### src/rtl/win_addr_pkg.sv
package win_addr_pkg;
  typedef enum logic [1:0] {
    SEL_X_START = 2'd0,
    SEL_X_END   = 2'd1,
    SEL_Y_START = 2'd2,
    SEL_Y_END   = 2'd3
  } win_sel_e;
endpackage

### src/rtl/win_bounds.sv
module win_bounds
  import win_addr_pkg::*;
#(
  parameter int X_BITS = 7,
  parameter int Y_LINES = 162,
  localparam int Y_BITS = $clog2(Y_LINES),
  localparam int D_W = (X_BITS > Y_BITS) ? X_BITS : Y_BITS
) (
  input  logic              clk,
  input  logic              rst_n,
  input  logic              set_valid,
  input  logic [1:0]        set_sel,
  input  logic [D_W-1:0]    set_data,
  output logic [X_BITS-1:0] clamp_x,
  output logic [Y_BITS-1:0] clamp_y,
  output logic [X_BITS-1:0] x_start,
  output logic [X_BITS-1:0] x_end,
  output logic [Y_BITS-1:0] y_start,
  output logic [Y_BITS-1:0] y_end
);
  localparam int XMAX = (1 << X_BITS) - 1;
  localparam int YMAX = Y_LINES - 1;
  localparam logic [D_W-1:0] XMAX_D = D_W'(XMAX);
  localparam logic [D_W-1:0] YMAX_D = D_W'(YMAX);

  logic [X_BITS-1:0] x_start_d, x_end_d;
  logic [Y_BITS-1:0] y_start_d, y_end_d;

  always_comb begin
    clamp_x = (set_data > XMAX_D) ? X_BITS'(XMAX) : set_data[X_BITS-1:0];
    clamp_y = (set_data > YMAX_D) ? Y_BITS'(YMAX) : set_data[Y_BITS-1:0];
  end

  always_comb begin
    x_start_d = x_start;
    x_end_d   = x_end;
    y_start_d = y_start;
    y_end_d   = y_end;
    if (set_valid) begin
      case (win_sel_e'(set_sel))
        SEL_X_START: x_start_d = clamp_x;
        SEL_X_END:   x_end_d   = clamp_x;
        SEL_Y_START: y_start_d = clamp_y;
        default:     y_end_d   = clamp_y;
      endcase
    end
  end

  always_ff @(posedge clk or negedge rst_n) begin
    if (!rst_n) begin
      x_start <= '0;
      x_end   <= X_BITS'(XMAX);
      y_start <= '0;
      y_end   <= Y_BITS'(YMAX);
    end else if (set_valid) begin
      x_start <= x_start_d;
      x_end   <= x_end_d;
      y_start <= y_start_d;
      y_end   <= y_end_d;
    end
  end

  a_r3_bounds_in_range: assert property (@(posedge clk) disable iff (!rst_n)
    (y_start <= Y_BITS'(YMAX)) && (y_end <= Y_BITS'(YMAX)));
endmodule

### src/rtl/win_cursor.sv
module win_cursor #(
  parameter int X_BITS = 7,
  parameter int Y_BITS = 8
) (
  input  logic              clk,
  input  logic              rst_n,
  input  logic              load_x,
  input  logic              load_y,
  input  logic [X_BITS-1:0] load_x_val,
  input  logic [Y_BITS-1:0] load_y_val,
  input  logic              step,
  input  logic [X_BITS-1:0] x_start,
  input  logic [X_BITS-1:0] x_end,
  input  logic [Y_BITS-1:0] y_start,
  input  logic [Y_BITS-1:0] y_end,
  output logic [X_BITS-1:0] x_q,
  output logic [Y_BITS-1:0] y_q
);
  logic [X_BITS-1:0] x_d;
  logic [Y_BITS-1:0] y_d;
  logic              x_en, y_en;

  always_comb begin
    x_d  = x_q;
    y_d  = y_q;
    x_en = 1'b0;
    y_en = 1'b0;
    if (load_x || load_y) begin
      x_en = load_x;
      y_en = load_y;
      x_d  = load_x_val;
      y_d  = load_y_val;
    end else if (step) begin
      x_en = 1'b1;
      if (x_q >= x_end) begin
        x_d  = x_start;
        y_en = 1'b1;
        y_d  = (y_q >= y_end) ? y_start : y_q + 1'b1;
      end else begin
        x_d = x_q + 1'b1;
      end
    end
  end

  always_ff @(posedge clk or negedge rst_n) begin
    if (!rst_n) x_q <= '0;
    else if (x_en) x_q <= x_d;
  end

  always_ff @(posedge clk or negedge rst_n) begin
    if (!rst_n) y_q <= '0;
    else if (y_en) y_q <= y_d;
  end

  a_r4_col_increment: assert property (@(posedge clk) disable iff (!rst_n)
    (step && !load_x && !load_y && x_q < x_end) |=> (x_q == $past(x_q) + 1'b1) && $stable(y_q));
  a_r5_col_wrap: assert property (@(posedge clk) disable iff (!rst_n)
    (step && !load_x && !load_y && x_q >= x_end) |=> (x_q == $past(x_start)));
  a_r6_line_wrap: assert property (@(posedge clk) disable iff (!rst_n)
    (step && !load_x && !load_y && x_q >= x_end && y_q >= y_end) |=> (y_q == $past(y_start)));
  a_r10_hold_when_idle: assert property (@(posedge clk) disable iff (!rst_n)
    (!step && !load_x && !load_y) |=> $stable(x_q) && $stable(y_q));
endmodule

### src/rtl/win_dummy_ctl.sv
module win_dummy_ctl (
  input  logic clk,
  input  logic rst_n,
  input  logic set_valid,
  input  logic acc_valid,
  input  logic acc_read,
  output logic step,
  output logic rd_valid
);
  logic armed_q, armed_d;
  logic rd_valid_d;
  logic acc_go;

  always_comb begin
    acc_go     = acc_valid && !set_valid;
    step       = acc_go && !(acc_read && armed_q);
    armed_d    = armed_q;
    rd_valid_d = 1'b0;
    if (set_valid) begin
      armed_d = 1'b1;
    end else if (acc_go && acc_read) begin
      armed_d    = 1'b0;
      rd_valid_d = !armed_q;
    end
  end

  always_ff @(posedge clk or negedge rst_n) begin
    if (!rst_n) begin
      armed_q  <= 1'b1;
      rd_valid <= 1'b0;
    end else begin
      armed_q  <= armed_d;
      rd_valid <= rd_valid_d;
    end
  end

  a_r8_dummy_gives_no_data: assert property (@(posedge clk) disable iff (!rst_n)
    (acc_valid && acc_read && !set_valid && armed_q) |=> !rd_valid && !armed_q);
  a_r9_write_no_data: assert property (@(posedge clk) disable iff (!rst_n)
    (acc_valid && !acc_read) |=> !rd_valid);
  a_r8_load_arms: assert property (@(posedge clk) disable iff (!rst_n)
    set_valid |=> armed_q);
endmodule

### src/rtl/win_addr_gen.sv
module win_addr_gen
  import win_addr_pkg::*;
#(
  parameter int X_BITS = 7,
  parameter int Y_LINES = 162,
  localparam int Y_BITS = $clog2(Y_LINES),
  localparam int D_W = (X_BITS > Y_BITS) ? X_BITS : Y_BITS
) (
  input  logic              clk,
  input  logic              rst_n,
  input  logic              set_valid,
  input  logic [1:0]        set_sel,
  input  logic [D_W-1:0]    set_data,
  input  logic              acc_valid,
  input  logic              acc_read,
  input  logic              col_reverse,
  output logic [X_BITS-1:0] cur_x,
  output logic [Y_BITS-1:0] cur_y,
  output logic [X_BITS-1:0] ram_col,
  output logic              rd_valid
);
  localparam int XMAX = (1 << X_BITS) - 1;

  logic [1:0]        rst_sync;
  logic              rst_n_int;
  logic [X_BITS-1:0] clamp_x, x_start, x_end;
  logic [Y_BITS-1:0] clamp_y, y_start, y_end;
  logic              step;
  logic              load_x, load_y;

  always_ff @(posedge clk or negedge rst_n) begin
    if (!rst_n) rst_sync <= 2'b00;
    else        rst_sync <= {rst_sync[0], 1'b1};
  end
  assign rst_n_int = rst_sync[1];

  assign load_x = set_valid && (win_sel_e'(set_sel) == SEL_X_START);
  assign load_y = set_valid && (win_sel_e'(set_sel) == SEL_Y_START);

  win_bounds #(.X_BITS(X_BITS), .Y_LINES(Y_LINES)) u_bounds (
    .clk(clk), .rst_n(rst_n_int), .set_valid(set_valid), .set_sel(set_sel),
    .set_data(set_data), .clamp_x(clamp_x), .clamp_y(clamp_y),
    .x_start(x_start), .x_end(x_end), .y_start(y_start), .y_end(y_end)
  );

  win_dummy_ctl u_dummy (
    .clk(clk), .rst_n(rst_n_int), .set_valid(set_valid), .acc_valid(acc_valid),
    .acc_read(acc_read), .step(step), .rd_valid(rd_valid)
  );

  win_cursor #(.X_BITS(X_BITS), .Y_BITS(Y_BITS)) u_cursor (
    .clk(clk), .rst_n(rst_n_int), .load_x(load_x), .load_y(load_y),
    .load_x_val(clamp_x), .load_y_val(clamp_y), .step(step),
    .x_start(x_start), .x_end(x_end), .y_start(y_start), .y_end(y_end),
    .x_q(cur_x), .y_q(cur_y)
  );

  always_comb begin
    ram_col = col_reverse ? (X_BITS'(XMAX) - cur_x) : cur_x;
  end

  a_r7_mirror_sum: assert property (@(posedge clk) disable iff (!rst_n_int)
    col_reverse |-> (ram_col + cur_x == X_BITS'(XMAX)));
  a_r2_start_load_moves: assert property (@(posedge clk) disable iff (!rst_n_int)
    load_x |=> (cur_x == x_start));
endmodule

### config.mk
export PLATFORM = sky130hd
export DESIGN_NAME = win_addr_gen
export DESIGN_NICKNAME = d
export VERILOG_FILES = /design/src/rtl/win_addr_pkg.sv /design/src/rtl/win_bounds.sv /design/src/rtl/win_cursor.sv /design/src/rtl/win_dummy_ctl.sv /design/src/rtl/win_addr_gen.sv
export SDC_FILE = /design/constraint.sdc
export NUM_CORES = 1
export LEC_CHECK = 0
export ABC_AREA = 1
export BUFFER_PORTS_ARGS = -buffer_cell sky130_fd_sc_hd__buf_4
export CORE_AREA = 4 4 113 88
export CTS_CLUSTER_SIZE = 14
export DETAILED_ROUTE_END_ITERATION = 6
export DIE_AREA = 0 0 117 92
export GPL_TIMING_DRIVEN = 0
export SYNTH_ARGS = -nofsm -noshare
export SYNTH_HDL_FRONTEND = slang
export SYNTH_SLANG_ARGS = --single-unit
export TNS_END_PERCENT = 100
### constraint.sdc
create_clock -name clk -period 1.4 [get_ports clk]
set_input_delay 0.14 -clock clk [delete_from_list [all_inputs] [get_ports clk]]
set_output_delay 0.14 -clock clk [all_outputs]
set_load 0.01 [all_outputs]
==> results.json, run 1 <==
{
  "synth.largest_area_cell": "dfrtp_1",
  "cts.sinks": 49,
  "io_buffers": 37,
  "use_met2_pct": 20.7,
  "vias": 2622,
  "arrival_ns": 2.05,
  "antennaDiodeCount": 0,
  "dieArea_um2": 10800,
  "post-place-ws_ns": -0.437,
  "cts_tree": "done",
  "grtUsageMet1_pct": 22.3,
  "synth_common_cells": "nand2_1 (110), inv_1 (42), dfrtp_1 (38), nor2_1 (35), o21ai_0 (31)",
  "power.leakage_uw": 0.00185,
  "cts.htree.levels": 2,
  "grt_pass1_wl_um": 12300,
  "antenna_left": 0,
  "die_w_um": 117,
  "syn_inst": 385,
  "dp_cells": 534,
  "yosysUniqueCellTypes": 30,
  "hold_path.class": "in -> reg",
  "path_class": "reg -> reg",
  "insertion_delay_ns": 0.29,
  "drv_cap": 0,
  "max_stage_delay_ns": 0.52,
  "grt_overflow_total": 0,
  "clock.fmax_mhz": 552,
  "synth_top_area_share_pct": 32.5,
  "crit_top_cell": "nand2_1",
  "cts.reportedPaths.clkPinSlew_ns": 0.07,
  "drtPass1Iterations": 4,
  "crit_fanout": 8,
  "power_uw": 7760,
  "setup_viol": 15,
  "netlist_area_um2": 2920,
  "endpoint_kind": "flip-flop",
  "die_h_um": 92,
  "setup_slack_ns": -0.412,
  "ios": 39,
  "drtIter0Drc": 129,
  "final_cells": 548,
  "antenna_found_initial": 0,
  "synthXorXnorAreaFrac_pct": 5.10,
  "cts_buffers": 5,
  "yosys-top-cells-area": "dfrtp_1 (33%), nand2_1 (14%), dfstp_2 (9.9%), ha_1 (7.3%), inv_1 (5.4%)",
  "vdd_ir_drop_max_mv": 0.679,
  "clock_path_buffers": 2,
  "synth_compound_area_share_pct": 10.8,
  "synth_top_family_by_area": "simple AND/OR/NAND/NOR gates",
  "cp-start-kind": "flip-flop",
  "slew-limit-headroom_pct": 57.2,
  "tightest_slew_ns": 0.642,
  "seq_area_frac_synth_pct": 42.4,
  "finalWirelength_um": 7600,
  "path_cells": "inv_2 > ha_4 > nand2_2 > nor2_2 > nand3_2 > nand3_4 > nand2_4 > nand2_8 > clkinv_8 > nor2_4 > nand2_1 > nand2_1",
  "cpMaxStageDelayCell": "dfstp_2",
  "grt.busiest_layer": "met1",
  "synth.avg_cell_area_um2": 7.59,
  "synth_warnings": 0,
  "grt_max_degree": 48,
  "power_density_nw_per_um2": 2000,
  "yosysMostFrequentCell": "nand2_1",
  "status": "finished with violations",
  "skew_ns": 0.00466,
  "muxShareOfSynthArea_pct": 0,
  "via_per_inst": 4.78,
  "synth_ff_type": "dfrtp_1",
  "fin_crit_sh_pct": 129,
  "std_cell_rows": 30,
  "core_um2": 8860,
  "nets": 468,
  "gp_congestion": 0.810,
  "drive_above_1_share_pct": 30.7,
  "syn2layout_area_growth_pct": 32.6,
  "min_period_ns": 1.81,
  "finalHoldViolations": 0,
  "initial_core_util_pct": 33.0,
  "slew_violations": 0,
  "async_reset_ff_share_pct": 100,
  "synth_adder_area_share_pct": 7.28,
  "crit_required_ns": 1.64,
  "synth-seq-cells": 49,
  "dp_hpwl_um": 5590,
  "setup_tns_ns": -5.51,
  "rsz0062_at_grt": "true",
  "route.detailed.drc": 0,
  "violations": "negative setup slack",
  "cts_root_buf": "clkbuf_16",
  "wl_per_cell_um": 13.9,
  "grt_usage_pct": 14.5,
  "use_met3_pct": 2.70,
  "grt_pass1_vias": 2476,
  "synth-edff-count": 0,
  "syn_nets": 418,
  "synthSimpleGateAreaFrac_pct": 26.2
}
==> cells by family after synthesis <==
family,after synthesis
fa+ha+maj,17
xor+xnor,17
buf+inv,57
other cells,1
simple gates,183
flops,49
compound gates,61
==> worst max-delay path, delay by kind of cell, from the launching register on <==
| family | cells | cell delay (ns) |
|---|---|---|
| fa+ha+maj | 1 | 0.26 |
| buf+inv | 2 | 0.13 |
| flops | 1 | 0.52 |
| simple gates | 9 | 0.85 |
==> worst paths after layout <==
path                       cells past startpoint  slack (ns)                           from                              end
setup reg to reg                              12       -0.41  u_bounds.x_end[1]$_DFFE_PN1P_      u_cursor.y_q[0]$_DFFE_PN0P_
min in group asynchronous                      2        0.15                          rst_n            rst_sync[1]$_DFF_PN0_
hold reg to reg                                0        0.36          rst_sync[1]$_DFF_PN0_  u_bounds.x_start[0]$_DFFE_PN0P_
hold / removal                                 2        0.08                     set_sel[1]  u_bounds.y_start[0]$_DFFE_PN0P_
max in group asynchronous                      0        0.57          rst_sync[1]$_DFF_PN0_      u_cursor.x_q[2]$_DFFE_PN0P_
setup / recovery                              12       -0.41  u_bounds.x_end[1]$_DFFE_PN1P_      u_cursor.y_q[0]$_DFFE_PN0P_
==> repair_timing <==
action | CTS | global route
endpoints found under the setup margin | 15 | 18
gates resized for setup | 13 | 34
hold buffers | 1 | 0
endpoints found under the hold margin | 2 | 0
cloned | 1 | 1
pin swaps | 6 | 17
buffers inserted | 1 | 2
==> sequential cells by signal, summed over array words and instances (netlist names) <==
| name | cells |
|---|---|
| u_dummy.armed_q | 1 |
| u_bounds.x_end | 7 |
| u_dummy.rd_valid | 1 |
| u_cursor.x_q | 7 |
| u_bounds.x_start | 7 |
| u_bounds.y_end | 8 |
| u_bounds.y_start | 8 |
| u_cursor.y_q | 8 |
| rst_sync | 2 |
==> power by group <==
part	total (µW)	internal (µW)	leakage, µW	switching, µW
Combinational	3800	1810	0.00118	1990
Sequential	2380	1810	0.000571	571
Clock	1580	1020	0.0000938	555
==> final cells by class <==
type	count	area, µm²
Clock inverter	3	65.1
Clock buffer	5	125
Fill cell	901	4980
Timing Repair Buffer	43	327
Tap cell	112	140
Buffer	10	65.1
Sequential cell	49	1250
Inverter	47	191
Multi-Input combinational cell	279	1710
==> per-stage QoR <==
step / hold WS, ns / instance area, µm² / utilization [%]
after floorplan: -0.156 / 3060 / -
after global placement: -0.0774 / 3480 / 39.3
after detailed placement: -0.0767 / 3480 / 39.3
after CTS: 0.0745 / 3750 / 42.3
after global routing: 0.0799 / 3870 / 43.7
final: 0.0753 / 3870 / 43.7
==> cells in the final DEF (no fill, tap or decap), drive strengths merged <==
cell,n
dfrtp,38
o21a,1
a21oi,23
buf,50
dfstp,11
nand2,111
o21ai,35
nor3,4
clkinv,2
a21o,1
dlygate4sd3,1
bufinv,2
a31oi,1
clkbuf,7
xor2,10
ha,17
nand3,30
nor2,37
conb,1
xnor2,7
inv,46
or2,1
==> routing by layer <==
| layer | vias up | part of all wire (%) | wire length [µm] |
|---|---|---|---|
| li1 | 1324 | - | - |
| met4 | 0 | 1.0 | 77 |
| met1 | 1241 | 51 | 3850 |
| met2 | 50 | 44 | 3310 |
| met5 | - | 0 | 0 |
| met3 | 7 | 4.7 | 360 |
Note: power is estimated with default switching activity, not from simulation.
==> inputs of run 2 (changes only) <==
Settings changed: ABC_AREA 1 to 0, CORE_AREA 4 4 113 88 to 4 4 110 86, DIE_AREA 0 0 117 92 to 0 0 114 90.
==> results.json, run 2 <==
{
  "netlist_area_um2": 2790,
  "syn_inst": 290,
  "layout_commonest_cell": "buf_4",
  "violations": "negative setup slack",
  "dp_hpwl_um": 5540,
  "synth_warnings": 0,
  "path_cells": "inv_2 > ha_4 > and3_4 > a221o_1 > nor2_4 > mux2_4 > a221o_1",
  "async_reset_ff_share_pct": 100,
  "via_per_inst": 5.05,
  "rsz0062_at_grt": "true",
  "fin_util_pct": 45.5,
  "slew-limit-headroom_pct": 56.5,
  "cts_buffers": 5,
  "power.leakage_uw": 0.00164,
  "nets": 388,
  "layout_common_cells": "buf_4 (53), dfrtp_1 (32), nand2_1 (30)",
  "insertion_delay_ns": 0.29,
  "grt_overflow_total": 0,
  "slew_violations": 0,
  "tightest_slew_ns": 0.645,
  "synth.avg_cell_area_um2": 9.63,
  "cp-start-kind": "flip-flop",
  "synth_top_area_share_pct": 34.0,
  "syn2layout_area_growth_pct": 36.1,
  "rrSetupSlack_ns": -0.84,
  "cts.reportedPaths.clkPinSlew_ns": 0.06,
  "die_w_um": 114,
  "clock.fmax_mhz": 447,
  "power_uw": 8260,
  "std_cell_rows": 29,
  "finalHoldViolations": 0,
  "seq_area_frac_synth_pct": 44.4,
  "synth-edff-count": 0,
  "grt_usage_pct": 14.7,
  "path_class": "reg -> reg",
  "antenna_left": 0,
  "worstHoldStart": "set_valid",
  "crit_top_cell": "a221o_1",
  "ios": 39,
  "whs_path_depth": 2,
  "largestRegisters": "u_bounds.y_end: 8 flops, u_bounds.y_start: 8 flops, u_cursor.y_q: 8 flops",
  "initial_core_util_pct": 33.5,
  "die_h_um": 90,
  "vdd_ir_drop_max_mv": 0.873,
  "core_um2": 8350,
  "hold_path.class": "in -> reg",
  "synth-seq-cells": 49,
  "drtIter0Drc": 91,
  "route.detailed.drc": 0,
  "synth_common_cells": "dfrtp_1 (38), nand2_1 (31), nor2_1 (30), o21ai_0 (23), ha_1 (17)",
  "wl_per_cell_um": 15.9,
  "setup_tns_ns": -11.33,
  "min_period_ns": 2.24,
  "antenna_found_initial": 0,
  "r2r_end": "u_cursor.y_q[4]$_DFFE_PN0P_",
  "max_stage_delay_ns": 0.54,
  "skew_ns": 0.00496,
  "reg2reg_from": "u_bounds.y_end[5]$_DFFE_PN1P_",
  "finalWirelength_um": 7360,
  "yosys-top-cells-area": "dfrtp_1 (34%), dfstp_2 (10%), ha_1 (7.6%), nand2_1 (4.2%), o21ai_0 (4.1%)",
  "antennaDiodeCount": 0,
  "gp_congestion": 0.809,
  "cts_root_buf": "clkbuf_16",
  "vias": 2344,
  "setup_slack_ns": -0.837,
  "setup_viol": 16,
  "cts.sinks": 49,
  "crit_required_ns": 1.57,
  "grt_pass1_wl_um": 12000,
  "synth_ff_type": "dfrtp_1",
  "hold_path_end": "u_dummy.rd_valid$_DFF_PN0_",
  "fin_crit_sh_pct": 160,
  "yosysUniqueCellTypes": 48,
  "clock_path_buffers": 2,
  "syn_nets": 323,
  "endpoint_kind": "flip-flop",
  "cpMaxStageDelayCell": "dfstp_2",
  "cts_tree": "done",
  "dieArea_um2": 10300,
  "crit_fanout": 3,
  "status": "finished with violations",
  "yosysMostFrequentCell": "dfrtp_1",
  "synth.largest_area_cell": "dfrtp_1",
  "drv_cap": 0,
  "io_buffers": 37,
  "reg2regPathDepth": 7,
  "cts.htree.levels": 2,
  "arrival_ns": 2.41,
  "drive_above_1_share_pct": 37.1,
  "grt_max_degree": 48,
  "power_density_nw_per_um2": 2170,
  "grt_pass1_vias": 2230,
  "drtPass1Iterations": 4
}
run 2: final cells by class:
class / count / area, µm²
inverters: 15 / 58.8
clock buffers: 6 / 139
flip-flops and latches: 49 / 1250
clock inverters: 2 / 8.76
multi-input cells: 218 / 1700
fillers: 807 / 4540
repair buffers: 58 / 462
well taps: 108 / 135
plain buffers: 8 / 52.6
run 2: kinds of logic after synthesis:
group | share of synthesized area, %
compound gates | 20.8
buf+inv | 3.18
simple gates | 16.3
xor+xnor | 5.64
fa+ha+maj | 7.61
other cells | 0.134
flops | 44.4
mux | 1.93
run 2: timing repair:
item	CTS	global route
setup endpoints to repair	16	20
hold endpoints to repair	2	0
resized for setup	21	8
buffers inserted	13	7
pin swaps	12	13
hold buffers	1	0
run 2: power by group:
part	internal, µW	total, µW	switching, µW
logic	2490	4680	2200
registers	1820	2370	554
clock network	702	1210	505
run 2: worst max-delay path: cells and delay by family, from the launching register on:
kind | cells | cell delay (ns)
AOI/OAI and AO/OA | 2 | 0.67
DFF | 1 | 0.54
and+or+nand+nor | 2 | 0.35
muxes | 1 | 0.31
adders and majority gates | 1 | 0.21
buffers and inverters | 1 | 0.04
run 2: layer usage:
layer	GRT usage, %	wire length [µm]	vias to the layer above
li1	-	-	1156
met1	23.9	4060	1137
met2	19.6	2920	44
met3	2.82	314	7
met4	3.36	62	0
met5	0	0	-
run 2: worst max path at each step:
stage / from / endpoint / slack, ns / cells past startpoint
final: u_bounds.y_end[5]$_DFFE_PN1P_ / u_cursor.y_q[4]$_DFFE_PN0P_ / -0.84 / 7
after global routing: u_bounds.y_end[7]$_DFFE_PN1P_ / u_cursor.y_q[4]$_DFFE_PN0P_ / -0.89 / 7
after CTS: u_bounds.y_end[0]$_DFFE_PN1P_ / u_cursor.y_q[3]$_DFFE_PN0P_ / -0.81 / 7
after detailed placement: u_cursor.y_q[2]$_DFFE_PN0P_ / u_cursor.y_q[3]$_DFFE_PN0P_ / -0.98 / 7
after global placement: u_cursor.y_q[0]$_DFFE_PN0P_ / u_cursor.y_q[3]$_DFFE_PN0P_ / -0.91 / 8
after floorplan: u_bounds.y_end[5]$_DFFE_PN1P_ / u_cursor.y_q[3]$_DFFE_PN0P_ / -0.80 / 7
run 2: through the flow:
step           instances  area (µm²)  setup WS, ns  hold slack, ns
3_3_place_gp         435        3370        -0.912         -0.0777
4_1_cts              457        3710        -0.812          0.0699
3_5_place_dp         435        3370        -0.978         -0.0771
5_1_grt              464        3800        -0.891           0.102
6_report             464        3800        -0.837          0.0720
2_1_floorplan        290        2950        -0.800          -0.156
